[src/rtl/mbhi_pkg.sv]
package mbhi_pkg;

    localparam int ADDR_W = 7;
    localparam int DATA_W = 8;

    // Locations with protection or side effects
    localparam logic [ADDR_W-1:0] LOC_SECONDS = 7'd0;
    localparam logic [ADDR_W-1:0] LOC_RATE    = 7'd10;
    localparam logic [ADDR_W-1:0] LOC_FLAGS   = 7'd12;
    localparam logic [ADDR_W-1:0] LOC_STATUS  = 7'd13;

    // Control pins after synchronisation, one bit each
    typedef struct packed {
        logic as_p;
        logic cs_n;
        logic ctl_a;
        logic ctl_b;
        logic mode;
        logic pfail;
        logic hrst_n;
    } ctl_pins_t;

    localparam int CTL_W = $bits(ctl_pins_t);

    // Decoded bus events of one system-clock cycle
    typedef struct packed {
        logic take_addr;
        logic rd_go;
        logic rd_stop;
        logic wr_go;
        logic blocked;
    } bus_ev_t;

    typedef enum logic [1:0] {
        RS_IDLE  = 2'd0,
        RS_FETCH = 2'd1,
        RS_DRIVE = 2'd2
    } rd_state_t;

    // Bits a host write may change at a location; all zero = read-only
    function automatic logic [DATA_W-1:0] wr_mask_of(input logic [ADDR_W-1:0] loc);
        logic [DATA_W-1:0] m;
        if (loc == LOC_FLAGS || loc == LOC_STATUS)
            m = '0;
        else if (loc == LOC_SECONDS || loc == LOC_RATE)
            m = {1'b0, {(DATA_W-1){1'b1}}};
        else
            m = '1;
        return m;
    endfunction

    function automatic logic is_flag_loc(input logic [ADDR_W-1:0] loc);
        return loc == LOC_FLAGS;
    endfunction

endpackage

[src/rtl/mbhi_sync.sv]
module mbhi_sync #(
    parameter int W      = 1,
    parameter int STAGES = 2
) (
    input  logic         clk,
    input  logic         rst,
    input  logic [W-1:0] d,
    output logic [W-1:0] q
);
    logic [W-1:0] chain [STAGES];

    always_ff @(posedge clk) begin
        if (rst) chain[0] <= '0;
        else     chain[0] <= d;
    end

    for (genvar i = 1; i < STAGES; i++) begin : g_stage
        always_ff @(posedge clk) begin
            if (rst) chain[i] <= '0;
            else     chain[i] <= chain[i-1];
        end
    end

    assign q = chain[STAGES-1];
endmodule

[src/rtl/mbhi_decode.sv]
module mbhi_decode
    import mbhi_pkg::*;
(
    input  ctl_pins_t cur,
    input  ctl_pins_t prv,
    output bus_ev_t   ev
);
    logic ok_cur, ok_prv, same_mode;
    logic a_rise, a_fall, b_rise;

    always_comb begin
        ok_cur    = !cur.cs_n && !cur.pfail && cur.hrst_n;
        ok_prv    = !prv.cs_n && !prv.pfail && prv.hrst_n;
        same_mode = (cur.mode == prv.mode);
        a_rise    = !prv.ctl_a &&  cur.ctl_a;
        a_fall    =  prv.ctl_a && !cur.ctl_a;
        b_rise    = !prv.ctl_b &&  cur.ctl_b;

        ev.take_addr = prv.as_p && !cur.as_p;
        ev.blocked   = cur.pfail || !cur.hrst_n;

        if (cur.mode) begin
            // strobe plus direction level
            ev.rd_go   = a_rise && cur.ctl_b && ok_cur && same_mode;
            ev.rd_stop = a_fall;
            ev.wr_go   = a_fall && !prv.ctl_b && ok_prv && same_mode;
        end else begin
            // separate active-low read and write strobes
            ev.rd_go   = a_fall && ok_cur && same_mode;
            ev.rd_stop = a_rise;
            ev.wr_go   = b_rise && ok_prv && same_mode;
        end
    end
endmodule

[src/rtl/mbhi_access.sv]
module mbhi_access
    import mbhi_pkg::*;
(
    input  logic              clk,
    input  logic              rst,
    input  bus_ev_t           ev,
    input  logic [DATA_W-1:0] bus_prv,
    input  logic [DATA_W-1:0] reg_rdata,
    output logic [ADDR_W-1:0] reg_addr,
    output logic              reg_rd,
    output logic              reg_wr,
    output logic [DATA_W-1:0] reg_wdata,
    output logic [DATA_W-1:0] reg_wmask,
    output logic [DATA_W-1:0] bus_out,
    output logic              bus_oe,
    output logic              rd_clear
);
    rd_state_t         st_q;
    logic [ADDR_W-1:0] addr_q;
    logic [DATA_W-1:0] hold_q, wdata_q, wmask_q, cur_mask;
    logic              wr_q, clr_q, flag_rd_q;

    assign cur_mask = wr_mask_of(addr_q);

    always_ff @(posedge clk) begin
        if (rst) begin
            st_q      <= RS_IDLE;
            addr_q    <= '0;
            hold_q    <= '0;
            wdata_q   <= '0;
            wmask_q   <= '0;
            wr_q      <= 1'b0;
            clr_q     <= 1'b0;
            flag_rd_q <= 1'b0;
        end else begin
            wr_q  <= 1'b0;
            clr_q <= 1'b0;

            if (ev.take_addr)
                addr_q <= bus_prv[ADDR_W-1:0];

            if (ev.wr_go && (cur_mask != '0)) begin
                wr_q    <= 1'b1;
                wdata_q <= bus_prv;
                wmask_q <= cur_mask;
            end

            case (st_q)
                RS_IDLE: begin
                    if (ev.rd_go) st_q <= RS_FETCH;
                end
                RS_FETCH: begin
                    hold_q    <= reg_rdata;
                    flag_rd_q <= is_flag_loc(addr_q);
                    st_q      <= (ev.blocked || ev.rd_stop) ? RS_IDLE : RS_DRIVE;
                end
                RS_DRIVE: begin
                    if (ev.blocked) begin
                        st_q <= RS_IDLE;
                    end else if (ev.rd_stop) begin
                        st_q  <= RS_IDLE;
                        clr_q <= flag_rd_q;
                    end
                end
                default: st_q <= RS_IDLE;
            endcase
        end
    end

    assign reg_addr  = addr_q;
    assign reg_rd    = (st_q == RS_FETCH);
    assign reg_wr    = wr_q;
    assign reg_wdata = wdata_q;
    assign reg_wmask = wmask_q;
    assign bus_oe    = (st_q == RS_DRIVE);
    assign bus_out   = bus_oe ? hold_q : '0;
    assign rd_clear  = clr_q;
endmodule

[src/rtl/mbus_host_if.sv]
module mbus_host_if
    import mbhi_pkg::*;
#(
    parameter int SYNC_STAGES = 2
) (
    input  logic              clk,
    input  logic              rst,
    input  logic              pin_as,
    input  logic              pin_cs_n,
    input  logic              pin_ctl_a,
    input  logic              pin_ctl_b,
    input  logic              pin_mode,
    input  logic              pin_pfail,
    input  logic              pin_hrst_n,
    input  logic [DATA_W-1:0] bus_in,
    output logic [DATA_W-1:0] bus_out,
    output logic              bus_oe,
    output logic [ADDR_W-1:0] reg_addr,
    output logic              reg_rd,
    output logic              reg_wr,
    output logic [DATA_W-1:0] reg_wdata,
    output logic [DATA_W-1:0] reg_wmask,
    input  logic [DATA_W-1:0] reg_rdata,
    output logic              rd_clear
);
    logic [CTL_W-1:0]  ctl_raw, ctl_sync;
    logic [DATA_W-1:0] bus_sync, bus_prv;
    ctl_pins_t         cur, prv;
    bus_ev_t           ev;

    assign ctl_raw = {pin_as, pin_cs_n, pin_ctl_a, pin_ctl_b, pin_mode, pin_pfail, pin_hrst_n};

    mbhi_sync #(.W(CTL_W), .STAGES(SYNC_STAGES)) u_sync_ctl (
        .clk(clk), .rst(rst), .d(ctl_raw), .q(ctl_sync)
    );

    mbhi_sync #(.W(DATA_W), .STAGES(SYNC_STAGES)) u_sync_bus (
        .clk(clk), .rst(rst), .d(bus_in), .q(bus_sync)
    );

    assign cur = ctl_pins_t'(ctl_sync);

    always_ff @(posedge clk) begin
        if (rst) begin
            prv     <= '0;
            bus_prv <= '0;
        end else begin
            prv     <= cur;
            bus_prv <= bus_sync;
        end
    end

    mbhi_decode u_decode (.cur(cur), .prv(prv), .ev(ev));

    mbhi_access u_access (
        .clk(clk), .rst(rst), .ev(ev), .bus_prv(bus_prv), .reg_rdata(reg_rdata),
        .reg_addr(reg_addr), .reg_rd(reg_rd), .reg_wr(reg_wr),
        .reg_wdata(reg_wdata), .reg_wmask(reg_wmask),
        .bus_out(bus_out), .bus_oe(bus_oe), .rd_clear(rd_clear)
    );
endmodule

[config.mk]
export PLATFORM = sky130hd
export DESIGN_NAME = mbus_host_if
export DESIGN_NICKNAME = d
export VERILOG_FILES = /design/src/rtl/mbhi_pkg.sv /design/src/rtl/mbhi_sync.sv /design/src/rtl/mbhi_decode.sv /design/src/rtl/mbhi_access.sv /design/src/rtl/mbus_host_if.sv
export SDC_FILE = /design/constraint.sdc
export NUM_CORES = 1
export LEC_CHECK = 0
export CORE_AREA = 4 4 116 74
export CTS_CLUSTER_SIZE = 24
export DETAILED_ROUTE_END_ITERATION = 10
export DIE_AREA = 0 0 120 78
export PLACE_DENSITY_LB_ADDON = 0.3
export REMOVE_ABC_BUFFERS = 1
export SYNTH_ARGS = -nofsm -noshare
export SYNTH_HDL_FRONTEND = slang
export SYNTH_SLANG_ARGS = --single-unit
[constraint.sdc]
create_clock -name clk -period 1.95 [get_ports clk]
set_input_delay 0.39 -clock clk [delete_from_list [all_inputs] [get_ports clk]]
set_output_delay 0.39 -clock clk [all_outputs]
set_load 0.01 [all_outputs]
* After elaboration in Yosys (flattened, before gate mapping)
Memories as Yosys holds them, arrays and structs flattened. A register that Yosys moved wholly into a read port is not among the register bits. Index checks and enable logic that the tools add are counted.
Storage, ports and cells: RAM bits 30, input bits 25, output and inout bits 35, memories kept 2, register bits after elaboration 43
Cells by class: mux-type cells 17, bitwise operators 6, reductions and logical operators 37, equality and inequality tests 8
Memory list:
- u_sync_bus.chain | depth 2, width 8, rd ports 2, clocked after Yosys merged registers in 1, write ports 2, line mbhi_sync.sv:10 | logic [W-1:0] chain [STAGES];
- u_sync_ctl.chain | depth 2, width 7, rd ports 2, clocked after Yosys merged registers in 0, write ports 2, line mbhi_sync.sv:10
Operators by type and width (count):
- $mux W8 | 5
- $eq A7 B4 Y1 const B | 3
- $logic_and A1 B1 Y1 | 19
- $mux W7 | 2
- $logic_not A1 Y1 | 9
- $mux W2 | 4
- $reduce_bool A8 Y1 | 1
- $logic_not A7 Y1 | 1
- $pmux W2 S3 | 1
- $logic_or A1 B1 Y1 | 4
- $mux W1 | 4
- $or A1 B1 Y1 | 4
- $reduce_or A4 Y1 | 1
- $mux W3 | 1
- $ne A3 B1 Y1 const B | 1
- $eq A2 B1 Y1 const B | 1
- $eq A2 B2 Y1 const B | 1
- $logic_not A2 Y1 | 1
- $ne A2 B2 Y1 const B | 1
- $not A1 Y1 | 2
- $reduce_and A2 Y1 | 1
- $eq A1 B1 Y1 | 1

* Depth between registers and ports, before layout
Gate-level depths: netlist of run 1.
depth in word-level cells 9, gate-level depth with buffers 5, gate-level depth less buffers 4

* Modules after synthesis
Synthesis of run 1 repeated with hierarchy kept, for this count alone.
Unflattened totals: cells, all modules 241, area total of the unflattened synthesis 2671.3 um^2
Modules (own cells, without submodules):
- mbhi_access | area an instance 1261.2 um^2, cells an instance 135, instances 1
- mbhi_sync at u_sync_bus | area an instance 464.2 um^2, cells an instance 33, instances 1
- mbus_host_if | area an instance 432.9 um^2, cells an instance 31, instances 1
- mbhi_sync at u_sync_ctl | area an instance 407.9 um^2, cells an instance 29, instances 1
- mbhi_decode | area an instance 105.1 um^2, cells an instance 13, instances 1

* Worst setup path before layout of run 1
OpenSTA, ideal clock, no wires.
path type flip-flop to flip-flop, start register prv[3] (netlist name), end register u_access.wmask_q[7] (netlist: u_access.reg_wmask[7]), required time 1809 ps, arrival time 1282 ps, period minus slack after synthesis 1423 ps, cell stages (with the launch flop) 6, library setup time 141 ps, path slack 527 ps, cell sequence dfxtp_1 or4b_4 a21oi_2 and2_2 buf_4 a311oi_2
On the way: word-level cells in the longest chain between the ends 6, elaborated cells on any way between the ends 9, those cells by class mux: 1; reduce/logical: 8
Ends and longest elaborated chain:
- $logic_not A1 Y1 * | line mbhi_decode.sv:17, mbhi_decode.sv:26
- $logic_and A1 B1 Y1, on equally long branches | line mbhi_decode.sv:17, mbhi_decode.sv:26
- $logic_and A1 B1 Y1, on equally long branches (2 in a row) | line mbhi_decode.sv:31, mbhi_decode.sv:26
- $mux W3 * | line mbhi_decode.sv:22 | if (cur.mode) begin
- $logic_and A1 B1 Y1 * | line mbhi_access.sv:42 | if (ev.wr_go && (cur_mask != '0)) begin
- end signal: assignment | line mbhi_access.sv:45 | wmask_q <= cur_mask;
- end: declaration | line mbhi_access.sv:20 | logic [DATA_W-1:0] hold_q, wdata_q, wmask_q, cur_mask;
Mark *: on every way between the ends. The rest lies on a longest branch, timed or not. A chain may end at the register's enable or synchronous reset.

* Worst setup path after layout of run 1
start register u_access.st_q[0], end output reg_rd
On the way: word-level cells in the longest chain between the ends 1
Ends and longest elaborated chain:
- start: declaration | line mbhi_access.sv:18 | rd_state_t st_q;
- start signal: assignment | line mbhi_access.sv:55 | st_q <= (ev.blocked || ev.rd_stop) ? RS_IDLE : RS_DRIVE;
- $eq A2 B1 Y1 | line mbhi_access.sv:71 | assign reg_rd = (st_q == RS_FETCH);
- end: declaration | line mbus_host_if.sv:19 | output logic reg_rd,
No other way between the ends.

==> results of run 1 <==
==> worst max-delay path: cells and delay by family (launching register included) <==
kind                   cells  cell delay (ns)
buffers and inverters      2             0.60
DFF                        1             0.40
and+or+nand+nor            1             0.10
==> cell families after synthesis <==
kind of cell	share of synthesized area (%)
simple gates	27.5
flops	59.0
compound gates	5.60
buf+inv	5.16
mux	2.75
==> synth_stat cells, drive strengths merged <==
master   n
buf      9
nor4     1
nand4b   9
mux2i    7
nor3     4
or3b     1
and2b    1
clkbuf  12
nor3b    1
a22o     1
or4b     1
dfxtp   75
or3      1
inv      1
nand3    1
a311oi   1
a31oi    1
clkinv   1
and3     1
nand2b  10
nand2   18
nor2b   49
and2     9
o21ai    9
nor2    12
a21oi   12
==> how the worst max path moves through the flow <==
stage,from,end,slack (ns),depth (start not counted)
2_1_floorplan,prv[3]$_SDFF_PP0_,u_access.reg_wmask[7]$_SDFFE_PP0P_,0.34,4
3_3_place_gp,u_access.st_q[1]$_SDFFE_PP0P_,bus_out[7],0.23,4
3_5_place_dp,u_access.st_q[1]$_SDFFE_PP0P_,bus_out[2],0.16,4
4_1_cts,u_access.st_q[1]$_SDFFE_PP0P_,bus_oe,0.03,3
5_1_grt,u_access.st_q[0]$_SDFFE_PP0P_,reg_rd,0.06,3
6_report,u_access.st_q[0]$_SDFFE_PP0P_,reg_rd,0.15,3
==> layer usage <==
layer	share of wire (%)	global-route usage, %	vias up	wire (um)
li1	-	-	913	-
met1	53	14.4	747	2450
met2	40	13.9	47	1840
met3	6.5	5.61	5	302
met4	0.71	2.74	0	33
met5	0	0	-	0
==> metrics by stage <==
step	utilization (%)	area, um^2	power (mW)
after floorplan	-	2420	1.66
after global placement	42.3	3210	1.74
after detailed placement	42.3	3210	1.75
after CTS	46.4	3530	3.48
after global routing	46.5	3530	3.56
final	46.5	3530	3.42
==> power by group <==
| part | switching, mW | internal (mW) |
|---|---|---|
| logic | 0.0447 | 0.0817 |
| registers | 0.0132 | 1.57 |
| clock network | 0.569 | 1.14 |
==> registers in the layout, summed over array words and instances, names as in the netlist <==
register,count
u_access.hold_q,8
u_sync_bus.chain,16
u_access.reg_wr,1
prv,7
u_access.reg_wdata,8
bus_prv,8
u_access.st_q,2
u_access.reg_addr,7
u_sync_ctl.chain,14
u_access.rd_clear,1
u_access.flag_rd_q,1
u_access.reg_wmask,2
==> cell usage in the layout, fill, tap and decap left out, types with 4 or more instances in the layout <==
| cell | n |
|---|---|
| a21oi_1 | 10 |
| and2_1 | 8 |
| buf_4 | 7 |
| clkbuf_16 | 9 |
| clkdlybuf4s50_1 | 49 |
| dfxtp_1 | 75 |
| dlygate4sd2_1 | 8 |
| mux2i_1 | 7 |
| nand2_1 | 18 |
| nand2b_1 | 10 |
| nand4b_1 | 9 |
| nor2_1 | 12 |
| nor2b_1 | 48 |
| nor3_1 | 4 |
| o21ai_0 | 9 |
==> repair_timing <==
item                       in CTS  in global routing
buffers inserted                0                  0
setup endpoints to repair       9                  1
resized for setup              10                  1
==> cell type report <==
class	instances	area, um^2	share of cell area (%)
flip-flops and latches	75	1500	42.5
multi-input cells	150	920	26.0
repair buffers	67	651	18.4
clock inverters	5	77.6	2.20
well taps	108	135	3.83
clock buffers	10	239	6.77
inverters	2	7.51	0.213
==> run_results.csv, run 1 <==
group,metric,value,unit
run_status,outcome,"finished clean",
synth,yosysTopAreaCell,"dfxtp_1",
timing,rsz0062_at_grt,"false",
synth,ys_ff_latch,75,
worst_hold_path,whs_endpoint,"prv[0]$_SDFF_PP0_",
final_layout,nNetsFinal,330,
drt,drtPass1Iterations,4,
drt,viasPerCell,4.11,
synth,ys_warn_count,0,
place,hpwl,3.22,mm
drt,vias,1712,
pwr,p_per_area,969,nW/um^2
cts,cts_buffers,9,
synth,synth_top_cells_by_area,"dfxtp_1 59%, nor2b_1 12%, nand4b_1 3.1%",
timing,finalCriticalPeriod,1.80,ns
timing,layout_setup_ws,0.149,ns
worst_hold_path,hold_path_depth,2,
cts,htreeDepth,3,
synth,synth.distinct_cells,31,
setup_path,rr_endpoint,"u_access.reg_wmask[7]$_SDFFE_PP0P_",
setup_path,cp-start-kind,"flip-flop",
setup_path,cp-end-kind,"output pin",
floorplanning,start_util,33.5,%
final_layout,drive_gt1_share,9.71,%
floorplanning,fp.dieW,120,um
floorplanning,pin_count,60,
drt,wl,4.62,mm
timing,finalCritPeriodShare,92.3,%
final_layout,n_fill_cell,727,
global_route,antenna_found_initial,0,
synth,ys_seq_area_share,59.0,%
worst_hold_path,hp-class,"primary input to flip-flop",
place,portBuffers,59,
timing,hold_viol_final,0,
floorplanning,fp.dieArea,9360,um^2
floorplanning,die_h,78,um
timing,skew,0.00494,ns
setup_path,r2r_slack,0.35,ns
place,dp_cells,402,
setup_path,cpPeakStageDelay,0.53,ns
setup_path,crit_arrival,1.41,ns
timing,fin_tns_setup,0,ns
drt,drt_iter0_drc,92,
final_layout,fin_cells,417,
global_route,grt_pass1_wl,7.67,mm
global_route,grt_pass1_vias,1538,
cts,clk_latency,0.32,ns
final_layout,diodes,0,
timing,fin_hold_ws,0.336,ns
place,preCtsSetupSlack,0.156,ns
setup_path,path_max_fanout,3,
cts,cts_sinks,75,
final_layout,area_delta_synth_final,38.7,%
cts,postCtsHoldBufs,0,
setup_path,crit_slowest_cell,"clkdlybuf4s50_1",
cts,cts_tree,"built",
timing,fmax,0.555,GHz
cts,clk_root_buffer_cell,"clkbuf_16",
global_route,track_usage,10.4,%
cts,clkTransAtPathRegs,0.05,ns
setup_path,critical_path_class,"flip-flop to output pin",
synth,syn-instance-count,248,
place,finalWeightedCongestion,0.758,
synth,synth.avg_cell_area,10.3,um^2
synth,netlist.area_leader.share,59.0,%
global_route,grt_max_degree,55,
global_route,overflow,0,
setup_path,cp.required,1.56,ns
timing,maxSlewHeadroom,78.4,%
timing,worst_slew_pin_slew,0.321,ns
floorplanning,rows,25,
drt,avgRoutedWirePerCell,11.1,um
timing,slew_violations,0,
pwr,irDropWorstVdd,0.000464,V
timing,finalSetupViolCount,0,
synth,syn-cell-area,2540,um^2
setup_path,cp_cell_sequence,"nand2b_1, clkinv_1, clkdlybuf4s50_1",
setup_path,rr_startpoint,"prv[3]$_SDFF_PP0_",
floorplanning,core_area,7600,um^2
cts,cts_buffer_depth,2,
worst_hold_path,hold_path.startpoint,"rst",
drt,antenna_left,0,
pwr,p_leak,1.34,nW
job,max_cap_viol_count,0,
drt,drc,0,
setup_path,r2r_cells,5,
Note: power is estimated with default switching activity, not from simulation.
==> run 2: changes to the inputs <==
==> constraint.sdc (replaced) <==
create_clock -name clk -period 2.1 [get_ports clk]
set_input_delay 0.42 -clock clk [delete_from_list [all_inputs] [get_ports clk]]
set_output_delay 0.42 -clock clk [all_outputs]
set_load 0.01 [all_outputs]
==> run_results.csv, run 2 (synthesis results as in run 1) <==
group,metric,value,unit
setup_path,crit_start,"u_access.st_q[1]$_SDFFE_PP0P_",
cts,cts_tree,"built",
timing,skew,0.00697,ns
pwr,p_per_area,828,nW/um^2
global_route,use_met3,4.15,%
global_route,grtUsageMet1,14.0,%
final_layout,layout.core_utilization,45.9,%
final_layout,final_common_cell,"dfxtp_1",
timing,hold_viol_final,0,
final_layout,largest-register,"u_sync_bus.chain",
worst_hold_path,hold_path.startpoint,"rst",
final_layout,largest_reg_flops,16,
run_status,outcome,"finished clean",
cts,htreeDepth,3,
global_route,antenna_found_initial,0,
place,preCtsSetupSlack,0.294,ns
timing,rsz0062_at_grt,"false",
setup_path,crit_slowest_cell,"clkdlybuf4s50_1",
place,dp_cells,402,
drt,drtPass1Iterations,4,
cts,clk_latency,0.32,ns
timing,layout_setup_ws,0.185,ns
cts,postCtsHoldBufs,0,
worst_hold_path,hp-class,"primary input to flip-flop",
global_route,grt_use_met2,14.3,%
cts,clk_root_buffer_cell,"clkbuf_16",
global_route,track_usage,10.2,%
drt,vias,1697,
floorplanning,rows,25,
timing,worst_slew_pin_slew,0.407,ns
floorplanning,pin_count,60,
final_layout,n_fill_cell,736,
place,hpwl,3.26,mm
place,finalWeightedCongestion,0.765,
timing,finalCriticalPeriod,1.91,ns
floorplanning,die_h,78,um
drt,avgRoutedWirePerCell,11.0,um
setup_path,path_max_fanout,9,
global_route,grt_pass1_vias,1613,
final_layout,layout_common_cells,"75 x dfxtp_1, 50 x clkdlybuf4s50_1, 48 x nor2b_1",
setup_path,cp.required,1.68,ns
timing,finalCritPeriodShare,91.2,%
place,placed_area,3200,um^2
drt,drc,0,
setup_path,critical_path_class,"flip-flop to output pin",
global_route,overflow,0,
drt,antenna_left,0,
cts,cts_sinks,75,
timing,finalSetupViolCount,0,
floorplanning,start_util,33.5,%
timing,fmax,0.522,GHz
cts,cts_buffers,9,
timing,maxSlewHeadroom,72.9,%
drt,wl,4.59,mm
final_layout,diodes,0,
final_layout,fin_cells,417,
drt,viasPerCell,4.07,
timing,fin_tns_setup,0,ns
final_layout,stdcell_area,3490,um^2
floorplanning,core_area,7600,um^2
setup_path,rr_startpoint,"prv[3]$_SDFF_PP0_",
timing,slew_violations,0,
final_layout,drive_gt1_share,9.71,%
final_layout,area_delta_synth_final,37.1,%
cts,cts_buffer_depth,2,
final_layout,nNetsFinal,330,
global_route,grt_max_degree,47,
pwr,irDropWorstVdd,0.000349,V
drt,drt_iter0_drc,68,
setup_path,cp-end-kind,"output pin",
setup_path,crit_arrival,1.49,ns
pwr,p_total,2.89,mW
global_route,grt_pass1_wl,7.66,mm
setup_path,cp-start-kind,"flip-flop",
floorplanning,fp.dieArea,9360,um^2
pwr,p_leak,1.40,nW
setup_path,cp_cell_sequence,"nor2b_4, buf_6, clkdlybuf4s50_1",
place,portBuffers,59,
timing,fin_hold_ws,0.328,ns
global_route,grt_busiest_layer,"met2",
setup_path,cpPeakStageDelay,0.53,ns
job,max_cap_viol_count,0,
final_layout,reg.largest.list,"u_sync_bus.chain (16), u_sync_ctl.chain (14)",
floorplanning,fp.dieW,120,um
cts,clkTransAtPathRegs,0.05,ns
## run 2: power by group
group          switching (mW)  internal [mW]
combinational          0.0413         0.0733
clock                   0.519          0.782
sequential             0.0123           1.46
## run 2: worst paths after layout
path	to	slack (ns)	cells after the start
worst max-delay path	bus_oe	0.19	3
worst min-delay path	prv[0]$_SDFF_PP0_	0.33	2
worst max register to register	u_access.reg_wmask[7]$_SDFFE_PP0P_	0.53	5
worst min register to register	u_sync_ctl.chain[1][0]$_SDFF_PP0_	0.43	1
## run 2: routing by layer
metal	vias up	wire length, um
met5	-	0
met4	0	17
met3	2	270
met2	48	1840
met1	737	2460
li1	910	-
## run 2: area by class of cell
class                           instances  area (um^2)  share of cell area (%)
Multi-Input combinational cell        150          920                    26.4
Clock inverter                          6         33.8                   0.968
Clock buffer                            9          225                    6.46
Tap cell                              108          135                    3.87
Sequential cell                        75         1500                    43.0
Inverter                                2         7.51                   0.215
Timing Repair Buffer                   67          666                    19.1
## run 2: what timing repair did
item / in CTS / in global routing
resized for setup: 3 / 8
endpoints found under the setup margin: 8 / 7
setup buffers: 0 / 0
## run 2: worst max-delay path, delay by kind of cell (launching register included)
family / cells / cell delay, ns
buffers and inverters: 2 / 0.66
flip-flops: 1 / 0.35
AND/OR/NAND/NOR: 1 / 0.18
